===== src/rtl/hb8_pkg.sv =====
package hb8_pkg;
    typedef enum logic [2:0] {
        S_IDLE = 3'd0,
        S_ADDR = 3'd1,
        S_DATA = 3'd2,
        S_REL  = 3'd3,
        S_GAP  = 3'd4
    } hb8_state_e;
endpackage


===== src/rtl/hb8_width_calc.sv =====
// Last-tick index of a data strobe: width = 2*(code+1) - trim, index = width-1.
module hb8_width_calc #(
    parameter int WS_W = 2
) (
    input  logic [WS_W-1:0] ws,
    input  logic            trim,
    output logic [WS_W:0]   last
);
    assign last = {ws, 1'b1} - {{WS_W{1'b0}}, trim};
endmodule


===== src/rtl/hb8_rdy_delay.sv =====
// Samples the ready stall level on each tick and presents it again after a
// selectable number of ticks.
module hb8_rdy_delay #(
    parameter int DLY_W = 2
) (
    input  logic             clk,
    input  logic             rst_n,
    input  logic             tick,
    input  logic             en,
    input  logic             inv,
    input  logic             rdy_in,
    input  logic [DLY_W-1:0] dly,
    output logic             stall
);
    localparam int MAX_DLY = (1 << DLY_W) - 1;

    logic [MAX_DLY-1:0] hist;
    logic [DLY_W-1:0]   sel;
    logic               lvl;

    assign lvl = (rdy_in == inv);
    assign sel = (dly == '0) ? '0 : dly - 1'b1;

    always_ff @(posedge clk or negedge rst_n) begin
        if (!rst_n)
            hist <= '0;
        else if (tick)
            hist <= {hist[MAX_DLY-2:0], lvl};
    end

    assign stall = en & hist[sel];

    p_rdy_off_r6: assert property (@(posedge clk) disable iff (!rst_n)
        !en |-> !stall);
endmodule


===== src/rtl/hb8_pins.sv =====
// Output stage: strobe levels, shared bus drive and gated bus clock.
module hb8_pins #(
    parameter int AW = 16,
    parameter int DW = 8
) (
    input  hb8_pkg::hb8_state_e state,
    input  logic          wr_q,
    input  logic          sep_q,
    input  logic [AW-1:0] addr_q,
    input  logic [DW-1:0] wdata_q,
    input  logic          tick,
    input  logic          rd_high,
    input  logic          wr_high,
    input  logic          ale_high,
    input  logic          clk_gate,
    input  logic          clk_gate_idle,
    output logic          bus_clk,
    output logic          bus_ale,
    output logic          bus_rd,
    output logic          bus_wr,
    output logic [DW-1:0] bus_ad_out,
    output logic          bus_ad_oe,
    output logic [AW-1:0] bus_addr
);
    import hb8_pkg::*;

    logic rd_act, wr_act, ale_act;

    always_comb begin
        rd_act     = 1'b0;
        wr_act     = 1'b0;
        ale_act    = 1'b0;
        bus_ad_out = '0;
        bus_ad_oe  = 1'b0;
        unique case (state)
            S_ADDR: begin
                ale_act    = 1'b1;
                bus_ad_out = addr_q[DW-1:0];
                bus_ad_oe  = 1'b1;
            end
            S_DATA: begin
                if (wr_q) begin
                    wr_act     = 1'b1;
                    bus_ad_out = wdata_q;
                    bus_ad_oe  = 1'b1;
                end else begin
                    rd_act = 1'b1;
                end
            end
            S_IDLE, S_REL, S_GAP: ;
            default: ;
        endcase
    end

    assign bus_rd   = rd_act  ? rd_high  : ~rd_high;
    assign bus_wr   = wr_act  ? wr_high  : ~wr_high;
    assign bus_ale  = ale_act ? ale_high : ~ale_high;
    assign bus_addr = (sep_q && state != S_IDLE) ? addr_q : '0;
    assign bus_clk  = tick & ~clk_gate & (~clk_gate_idle | (state != S_IDLE));
endmodule


===== src/rtl/hb8_seq.sv =====
module hb8_seq #(
    parameter int AW    = 16,
    parameter int DW    = 8,
    parameter int WS_W  = 2,
    parameter int DLY_W = 2
) (
    input  logic             clk,
    input  logic             rst_n,
    input  logic             tick,
    input  logic             cmd_start,
    input  logic             cmd_write,
    input  logic [AW-1:0]    cmd_addr,
    input  logic [DW-1:0]    cmd_wdata,
    output logic             cmd_idle,
    output logic             cmd_done,
    output logic [DW-1:0]    cmd_rdata,
    input  logic             cfg_sep_bus,
    input  logic [WS_W-1:0]  cfg_rd_ws,
    input  logic [WS_W-1:0]  cfg_wr_ws,
    input  logic             cfg_rd_trim,
    input  logic             cfg_wr_trim,
    input  logic             cfg_rd_high,
    input  logic             cfg_wr_high,
    input  logic             cfg_ale_high,
    input  logic             cfg_rdy_en,
    input  logic             cfg_rdy_inv,
    input  logic [DLY_W-1:0] cfg_rdy_dly,
    input  logic [1:0]       cfg_gap,
    input  logic             cfg_clk_gate,
    input  logic             cfg_clk_gate_idle,
    output logic             bus_clk,
    output logic             bus_ale,
    output logic             bus_rd,
    output logic             bus_wr,
    output logic [DW-1:0]    bus_ad_out,
    output logic             bus_ad_oe,
    input  logic [DW-1:0]    bus_ad_in,
    output logic [AW-1:0]    bus_addr,
    input  logic             bus_rdy
);
    import hb8_pkg::*;

    localparam int CW = WS_W + 1;

    hb8_state_e    state, nxt;
    logic [CW-1:0] cnt, rd_last, wr_last, load_last;
    logic          gcnt, gap_last, stall;
    logic          wr_q, sep_q;
    logic [AW-1:0] addr_q;
    logic [DW-1:0] wdata_q, rdata_q;

    hb8_width_calc #(.WS_W(WS_W)) u_rd_w (.ws(cfg_rd_ws), .trim(cfg_rd_trim), .last(rd_last));
    hb8_width_calc #(.WS_W(WS_W)) u_wr_w (.ws(cfg_wr_ws), .trim(cfg_wr_trim), .last(wr_last));

    hb8_rdy_delay #(.DLY_W(DLY_W)) u_rdy (
        .clk(clk), .rst_n(rst_n), .tick(tick), .en(cfg_rdy_en),
        .inv(cfg_rdy_inv), .rdy_in(bus_rdy), .dly(cfg_rdy_dly), .stall(stall)
    );

    assign load_last = cmd_write ? wr_last : rd_last;
    assign gap_last  = (cfg_gap == 2'd1) ? 1'b0 : 1'b1;

    // next-state decision
    always_comb begin
        nxt = state;
        unique case (state)
            S_IDLE: if (cmd_start) nxt = cfg_sep_bus ? S_DATA : S_ADDR;
            S_ADDR: if (tick) nxt = S_DATA;
            S_DATA: if (tick && !stall && cnt == '0) nxt = S_REL;
            S_REL:  nxt = S_GAP;
            S_GAP:  if (tick && !gcnt) nxt = S_IDLE;
            default: nxt = S_IDLE;
        endcase
    end

    // state register and per-access datapath
    always_ff @(posedge clk or negedge rst_n) begin
        if (!rst_n) begin
            state   <= S_IDLE;
            cnt     <= '0;
            gcnt    <= 1'b0;
            wr_q    <= 1'b0;
            sep_q   <= 1'b0;
            addr_q  <= '0;
            wdata_q <= '0;
            rdata_q <= '0;
        end else begin
            state <= nxt;
            unique case (state)
                S_IDLE: if (cmd_start) begin
                    wr_q    <= cmd_write;
                    sep_q   <= cfg_sep_bus;
                    addr_q  <= cmd_addr;
                    wdata_q <= cmd_wdata;
                    cnt     <= load_last;
                end
                S_DATA: if (tick && !stall) begin
                    if (cnt == '0) begin
                        if (!wr_q) rdata_q <= bus_ad_in;
                    end else begin
                        cnt <= cnt - 1'b1;
                    end
                end
                S_REL:  gcnt <= gap_last;
                S_GAP:  if (tick && gcnt) gcnt <= 1'b0;
                S_ADDR: ;
                default: ;
            endcase
        end
    end

    assign cmd_idle  = (state == S_IDLE);
    assign cmd_done  = (state == S_REL);
    assign cmd_rdata = rdata_q;

    hb8_pins #(.AW(AW), .DW(DW)) u_pins (
        .state(state), .wr_q(wr_q), .sep_q(sep_q), .addr_q(addr_q), .wdata_q(wdata_q),
        .tick(tick), .rd_high(cfg_rd_high), .wr_high(cfg_wr_high), .ale_high(cfg_ale_high),
        .clk_gate(cfg_clk_gate), .clk_gate_idle(cfg_clk_gate_idle),
        .bus_clk(bus_clk), .bus_ale(bus_ale), .bus_rd(bus_rd), .bus_wr(bus_wr),
        .bus_ad_out(bus_ad_out), .bus_ad_oe(bus_ad_oe), .bus_addr(bus_addr)
    );

    p_hold_r6: assert property (@(posedge clk) disable iff (!rst_n)
        (state == S_DATA && tick && stall) |=> (state == S_DATA && $stable(cnt)));

    p_done_pulse_r7: assert property (@(posedge clk) disable iff (!rst_n)
        cmd_done |=> !cmd_done);

    p_done_quiet_r7: assert property (@(posedge clk) disable iff (!rst_n)
        cmd_done |-> (bus_rd != cfg_rd_high) && (bus_wr != cfg_wr_high));

    p_read_release_r4: assert property (@(posedge clk) disable iff (!rst_n)
        (state == S_DATA && !wr_q) |-> !bus_ad_oe);

    p_clk_gated_r10: assert property (@(posedge clk) disable iff (!rst_n)
        cfg_clk_gate |-> !bus_clk);

    p_busy_ignore_r9: assert property (@(posedge clk) disable iff (!rst_n)
        (state == S_GAP && !tick) |=> (state == S_GAP));
endmodule


===== config.mk =====
export PLATFORM = sky130hd
export DESIGN_NAME = hb8_seq
export DESIGN_NICKNAME = d
export VERILOG_FILES = /design/src/rtl/hb8_pkg.sv /design/src/rtl/hb8_width_calc.sv /design/src/rtl/hb8_rdy_delay.sv /design/src/rtl/hb8_pins.sv /design/src/rtl/hb8_seq.sv
export SDC_FILE = /design/constraint.sdc
export NUM_CORES = 1
export LEC_CHECK = 0
export BUFFER_PORTS_ARGS = -buffer_cell sky130_fd_sc_hd__buf_4
export CORE_ASPECT_RATIO = 2
export CORE_UTILIZATION = 43
export DETAILED_ROUTE_END_ITERATION = 12
export PLACE_DENSITY = 0.76
export SYNTH_ARGS = -nofsm -noshare
export SYNTH_HDL_FRONTEND = slang
export SYNTH_SLANG_ARGS = --single-unit

===== constraint.sdc =====
create_clock -name clk -period 1.6 [get_ports clk]
set_input_delay 0.16 -clock clk [delete_from_list [all_inputs] [get_ports clk]]
set_output_delay 0.16 -clock clk [all_outputs]
set_load 0.1 [all_outputs]

; ---- Word-level counts from Yosys, hierarchy flattened
; Index checks and enable logic that the tools add are counted.
[word_totals]
regBits = 44
inputBits = 56
out_inout_bits = 39
word_cells = 84
[op_classes]
n_addsub = 4
magnitude_cmp = 1
n_eq_ne = 13
mux = 29
bitwise = 10
n_reduce_logical = 18
[op_table]
columns = op, n
row1 = 3-bit two-way mux, 8
row2 = 16-bit two-way mux, 1
row3 = 8-bit one-hot mux with 2 select lines, 1
row4 = 3-bit one-hot mux with 5 select lines, 1
row5 = "2-bit inequality test, second input constant", 7
row6 = 4-bit AND reduction, 3
row7 = 1-bit two-way mux, 11
row8 = 8-bit two-way mux, 1
row9 = "3-bit by 2-bit == test with 1-bit output, second input constant", 2
row10 = 3-bit zero test, 2
row11 = 1-bit NOT, 6
row12 = 3-bit one-hot mux with 2 select lines, 1
row13 = 3-bit by 1-bit subtractor with 3-bit output, 2
row14 = 1-bit logical AND, 5
row15 = 2-bit two-way mux, 2
row16 = 1-bit one-hot mux with 2 select lines, 2
row17 = 2-bit AND reduction, 2
row18 = 2-bit nonzero test, 2
row19 = 1-bit bitwise AND, 3
row20 = "3-bit by 1-bit == test with 1-bit output, second input constant", 1
row21 = "3-bit == test, second input constant", 1
row22 = "2-bit by 3-bit < comparator with 1-bit output, second input constant", 1
row23 = 3-bit nonzero test, 1
row24 = "3-bit by 1-bit subtractor with 3-bit output, second input constant", 1
row25 = 7 further kinds, 8

; ---- Logic depth before layout (Yosys ltp)
; Gate-level depths: netlist (run 1).
[depth]
ltp_word = 10
ltp_mapped = 7
depth_no_buf = 6

; ---- By module
; Synthesis (run 1) repeated with hierarchy kept, for this count alone.
[hier_totals]
cells_unflattened = 199
area_unflattened_um2 = 2321.0
[modules_own_cells]
columns = module, n_inst, cells_each, area_per_inst_um2, seq_area_each_um2
row1 = hb8_seq, 1, 126, 1769.2, 1026.0
row2 = hb8_pins, 1, 57, 372.9, 0.0
row3 = hb8_rdy_delay, 1, 10, 141.4, 75.1
row4 = hb8_width_calc, 2, 3, 18.8, 0.0

; ---- Worst setup path after synthesis (run 1)
; OpenSTA, ideal clock, no wires.
[synth_timing]
path_type = register -> output
from = register state[0]
to = output port bus_clk
arrival_ns = 2.893
t_required_ns = 1.440
setup_slack_ns = -1.453
path_stages_with_launch = 4
path_buffers = 1
cell_sequence = dfrtp_1 buf_2 nor3_2 a21oi_1
[synth_via]
elab_chain_cells = 3
[synth_lines]
columns = element, line_no
row1 = from (decl), hb8_seq.sv:45  ; hb8_state_e state, nxt;
row2 = from (signal assigned), hb8_seq.sv:88  ; state <= nxt;
row3 = 3-bit nonzero test, hb8_pins.sv:59  ; assign bus_clk = tick & ~clk_gate & (~clk_gate_idle | (state != S_IDLE));
row4 = 1-bit OR, hb8_pins.sv:59
row5 = 1-bit bitwise AND, hb8_pins.sv:59
row6 = to (decl), hb8_seq.sv:31  ; output logic bus_clk,
; Every way passes these cells.

; ---- Worst setup path in the final report (run 1)
[layout_timing]
from = register state[2]
to = output port bus_ad_out[5]
[layout_via]
elab_chain_cells = 2
elab_cells_between_ends = 3
cone_classes = eq/ne: 2 / mux: 1
[layout_lines]
columns = element, line_no
row1 = 3-bit by 2-bit == test with 1-bit output or 3-bit by 1-bit == test with 1-bit output (tied branches), hb8_pins.sv:35  ; unique case (state)
row2 = 8-bit one-hot mux with 2 select lines *, hb8_pins.sv:35
row3 = to (decl), hb8_seq.sv:35  ; output logic [DW-1:0] bus_ad_out,
; Every way passes the cells marked *; elsewhere a longest branch is shown, timed or not.

==> flow_summary.ini, run 1 <==
[detailed_routing]
routed_wl_um = 10300
routed_via_density = 5.79
antenna_left = 0
dr.pass1.iters = 4
route.detailed.drc = 0
drt-wirelength-per-cell_um = 24.5
drt_iter0_markers = 99
vias = 2431

[worst_setup_path]
r2r_end = addr_q[4]
path_class = reg -> out
critPathLaunchType = flip-flop
path_max_fanout = 5
worstPathArrival_ps = 1800
end_kind = output pin
ff2ff_setup_slack_ps = -220
crit_required_ps = 1440
ff2ff_path_depth = 8
r2r-start = state[2]

[sta]
clock.fmax_ghz = 0.509
max-slew-margin-rel_pct = 62.7
worst_pin_slew_ps = 559
fin_crit_sh_pct = 123
hold_ws_ps = 54.0
hold_viol = 0
skew_ps = 11.9
timing.final.ws_setup_ps = -363
setup_viol = 70
period_needed_ps = 1960
maxSlewViolCount = 0
grt_setup_unrepaired = yes

[placement]
pre_cts_slack_ps = -193
place.gp.congestion = 0.849
io_buffers = 94
dp_hpwl_um = 4320

[floorplanning]
die_height_um = 103
fp.dieW_um = 52.4
fp.coreArea_mm2 = 0.00486
die-area_mm2 = 0.00538
io-pin-count = 95
initial_core_util_pct = 44.8
row_count = 36

[power_and_ir_drop]
seqPwrFrac_pct = 19.7
power_switching_mw = 5.52
internal_power_mw = 5.02
p_sw_share_pct = 52.4
powerDensity_mw_per_mm2 = 2370
vdd_drop_max_mv = 2.17
leakage_nw = 2.23
p_total_mw = 10.5
clkPwrFrac_pct = 8.8
power_frac_comb_pct = 71.5

[grt]
grt_pass1_wl_um = 10800
grt_max_degree = 45
grt_pass1_vias = 2242
track_usage_pct = 27.6
antenna_found_initial = 0
grt-ovfl-total = 0

[layout]
fill_cells = 181
nets = 420
syn2layout_area_growth_pct = 104
layout-drive-gt1-share_pct = 69.7
fin_util_pct = 91.4
n_antenna_cell = 0

[clocking]
clockBufferDepth = 2
clock-sinks = 44
cts_tree = done
clk_latency_ps = 300
clockRootBuffer = clkbuf_8
path_clk_slew_ps = 90
cts_max_level = 2
cts_buffers = 5

[outcome]
status = complete, but fails checks
violations = negative setup slack

[synth]
synth_nets = 290
syn_avg_cell_area_um2 = 9.40
syn_inst = 232
ys_ff_latch = 44
syn-cell-area_mm2 = 0.00218
yosysWarnings = 0
synth.distinct_cells = 33
ys_seq_area_share_pct = 50.5

[hold_path]
holdPathEnd = addr_q[13]
holdCritStartpoint = cmd_addr[13]
hold-path-cell-count = 3
hp-class = in -> reg

[job]
max_cap_viol_count = 0
-- critical path, stage by stage, from the launching register on --
cell	delay, ps
dfrtp_2	500
buf_12	170
nor3b_4	270
buf_4	220
a22o_4	160
buf_12	170
-- logic make-up after synthesis --
logic type | Yosys count | share of synthesized area, %
AOI/OAI and AO/OA | 24 | 8.32
buffers and inverters | 15 | 3.16
muxes | 15 | 7.57
DFF | 44 | 50.5
xor gates and xnor gates | 4 | 1.61
adders and majority gates | 2 | 1.15
and+or+nand+nor | 128 | 27.7
-- final cells by class --
class / instances / area, µm² / share of cell area (%)
timing repair buffer: 134 / 1580 / 35.5
multi-input combinational: 174 / 1560 / 35.0
sequential: 44 / 1100 / 24.9
clock buffer: 6 / 82.6 / 1.86
tap: 57 / 71.3 / 1.60
clock inverter: 2 / 38.8 / 0.873
inverter: 3 / 13.8 / 0.310
-- power by group through the flow --
stage	combinational, mW	sequential (mW)	clock [mW]
final	7.54	2.08	0.927
after global routing	7.74	2.11	0.973
after CTS	6.57	1.97	0.912
after detailed placement	5.40	1.95	0
after global placement	5.32	1.94	0
after floorplan	3.55	2.58	0
-- synthesized netlist by cell type --
cell type  count  area share (%)
nand3b_1       2            0.69
o22a_1         1            0.40
and2_1        19             5.5
a31oi_1        1            0.29
a32oi_1        1            0.40
nor2b_1        4             1.1
ha_1           2             1.1
buf_4          1            0.34
xnor2_1        4             1.6
nand2_1       83              14
dfrtp_1       44              50
nor2_1         6             1.0
nor4b_1        1            0.40
mux2_2        12             6.2
nand3_1        4            0.92
a22o_1         8             3.2
clkbuf_1       4            0.69
nand2b_1       3            0.86
o32a_1         1            0.46
nor3b_2        1            0.57
inv_1          3            0.52
buf_2          7             1.6
mux2i_1        3             1.4
o22ai_1        2            0.57
or3_1          1            0.29
nor4_4         1            0.98
o21ai_0        4            0.92
a311o_1        1            0.46
nor3b_1        1            0.34
a21oi_1        4            0.92
or2_2          1            0.29
o221ai_2       1            0.69
nor3_2         1            0.46
-- through the flow --
step	cell area, µm²	instances	setup TNS, ps
3_3_place_gp	3230	391	-3010
4_1_cts	3940	407	-5760
6_report	4450	420	-16270
3_5_place_dp	3230	391	-4040
5_1_grt	4450	420	-16260
2_1_floorplan	2380	232	-26910
-- routing by layer --
metal | wire (µm) | track usage, % | vias up | share of wire [%]
met2 | 5680 | 50.4 | 138 | 55
li1 | - | - | 1026 | -
met4 | 754 | 14.2 | 0 | 7.3
met5 | 0 | 0 | - | 0
met3 | 552 | 3.24 | 56 | 5.4
met1 | 3320 | 29.9 | 1211 | 32
-- registers in the layout, summed over array words and instances (netlist names) --
name,flops
wr_q,1
sep_q,1
u_rdy.hist,3
cmd_rdata,8
wdata_q,8
gcnt,1
addr_q,16
state,3
cnt,3
-- cells in the final DEF, fill, tap and decap left out, drive strengths merged --
cell	count
nor3	1
and2	19
clkinv	1
clkbuf	9
or2	1
a22o	8
nor3b	2
a31oi	1
nor4b	1
nor2	6
nand3b	2
nor2b	4
nand2	84
o32a	1
o22a	1
xnor2	4
a21oi	4
ha	2
dlygate4sd3	1
dfrtp	44
bufinv	1
buf	130
or3	1
nor4	1
o221ai	1
inv	3
a311o	1
a32oi	1
o22ai	2
mux2i	3
nand3	4
nand2b	3
o21ai	4
mux2	12
-- worst max-delay path by stage --
stage                     slack (ps)  depth (start not counted)     start             to
after CTS                       -220                          5  state[2]  bus_ad_out[0]
after global placement          -120                          4  state[2]    bus_addr[4]
after global routing            -370                          5  state[2]  bus_ad_out[5]
final                           -360                          5  state[2]  bus_ad_out[5]
after detailed placement        -190                          4  state[2]    bus_addr[4]
after floorplan                 -570                          5  state[0]         cnt[2]
-- timing repair --
item,CTS,global route
gates cloned,0,5
endpoints found under the setup margin,38,69
hold buffers,1,0
resized for setup,116,97
hold endpoints to repair,44,0
setup buffers,8,9
pin swaps,9,44
Note: power is estimated with default switching activity, not from simulation.
==> run 2, diff against run 1 <==
- GPL_TIMING_DRIVEN: not set -> 0
- MAX_ROUTING_LAYER: not set -> met4
==> flow_summary.ini, run 2 (synthesis results as in run 1) <==
[outcome]
status = complete, but fails checks
violations = negative setup slack

[power_and_ir_drop]
powerDensity_mw_per_mm2 = 2360
vdd_drop_max_mv = 1.87
p_sw_share_pct = 52.8
internal_power_mw = 4.80
seqPwrFrac_pct = 20.3
power_switching_mw = 5.36
power_frac_comb_pct = 72.6
p_total_mw = 10.2
clkPwrFrac_pct = 7.2
leakage_nw = 2.10

[clocking]
path_clk_slew_ps = 80
cts_buffers = 5
clk_latency_ps = 300
clockRootBuffer = clkbuf_8
clock-sinks = 44
cts_tree = done
clockBufferDepth = 2
cts_max_level = 2

[layout]
layout.cells.non_filler = 421
syn2layout_area_growth_pct = 97.8
layout_commonest_cell = buf_4
n_antenna_cell = 0
final_cell_mix = buf_4, nand2_1, dfrtp_1, buf_12, nand2_2
nets = 421
stdcell_area_mm2 = 0.00431
largest_reg_flops = 16
layout-drive-gt1-share_pct = 62.9
largest_register = addr_q

[sta]
grt_setup_unrepaired = yes
clock.fmax_ghz = 0.523
tns_ps = -9780
skew_ps = 10.1
timing.final.ws_setup_ps = -314
worst_pin_slew_ps = 569
hold_ws_ps = 52.1
maxSlewViolCount = 0
max-slew-margin-rel_pct = 62.1
period_needed_ps = 1910
hold_viol = 0
setup_viol = 64
fin_crit_sh_pct = 120

[grt]
grt-ovfl-total = 0
antenna_found_initial = 0
track_usage_pct = 29.4
grt_max_degree = 45
grt_pass1_vias = 2316
grt_pass1_wl_um = 11100

[detailed_routing]
route.detailed.drc = 0
dr.pass1.iters = 4
vias = 2400
routed_wl_um = 9700
routed_via_density = 5.70
drt-wirelength-per-cell_um = 23.0
drt_iter0_markers = 85
antenna_left = 0

[worst_setup_path]
critPathLaunchType = flip-flop
ff2ff_path_depth = 7
path_max_fanout = 5
worstPathArrival_ps = 1750
crit_required_ps = 1440
end_kind = output pin
path_class = reg -> out
max_stage_delay_ps = 410
cp_cell_sequence = buf_6, nor3b_4, and2_4, buf_8, a22o_4, buf_12
crit_slowest_cell = dfrtp_1

[placement]
io_buffers = 93
dp.cells = 382
dp_hpwl_um = 4380
place.gp.congestion = 0.792
place_area_mm2 = 0.00315

[floorplanning]
fp.dieW_um = 52.4
io-pin-count = 95
die-area_mm2 = 0.00538
fp.coreArea_mm2 = 0.00486
row_count = 36
die_height_um = 103
initial_core_util_pct = 44.8

[job]
max_cap_viol_count = 0

[hold_path]
hp-class = in -> reg
hold-path-cell-count = 3
==> run 2: what timing repair did <==
| action | in CTS | in global routing |
|---|---|---|
| buffers inserted | 16 | 11 |
| hold endpoints to repair | 44 | 0 |
| hold buffers | 1 | 0 |
| pin swaps | 12 | 37 |
| resized for setup | 118 | 71 |
| gates cloned | 2 | 3 |
| setup endpoints to repair | 41 | 63 |
==> run 2: critical path: cells and delay by family (launching register included) <==
kind | cells | cell delay, ps
AOI/OAI and AO/OA | 1 | 160
and+or+nand+nor | 2 | 410
buffers and inverters | 3 | 460
DFF | 1 | 410
==> run 2: final timing paths <==
path	start	endpoint	slack (ps)
worst max-delay path	state[0]	bus_ad_out[0]	-310
worst min-delay path	cmd_wdata[6]	wdata_q[6]	50
worst max register to register	state[0]	cnt[2]	-200
worst min register to register	addr_q[14]	addr_q[14]	480
max in group asynchronous	rst_n	state[1]	800
min in group asynchronous	rst_n	state[2]	380
==> run 2: area by class of cell <==
cell class,instances,area (µm²)
multi-input cells,173,1460
repair buffers,124,1440
fillers,189,551
flip-flops and latches,44,1100
clock inverters,2,10.0
inverters,3,11.3
plain buffers,12,139
well taps,57,71.3
clock buffers,6,82.6
==> run 2: power by group through the flow <==
stage                     clock network, mW  logic (mW)  registers, mW
after floorplan                           0        3.55           2.58
after global placement                    0        5.21           1.91
after detailed placement                  0        5.27           1.93
after CTS                             0.746        6.53           1.94
after global routing                  0.778        7.58           2.09
final                                 0.731        7.37           2.06
==> run 2: routing by layer <==
layer	global-route usage (%)	share of wire [%]
met1	28.9	32
met2	53.1	56
met3	4.57	6.2
met4	15.2	5.7
met5	-	0
==> run 2: stage by stage <==
step,utilization (%),setup slack (ps)
2_1_floorplan,-,-568
3_3_place_gp,64.8,-528
3_5_place_dp,64.8,-530
4_1_cts,80.0,-258
5_1_grt,88.7,-377
6_report,88.7,-314
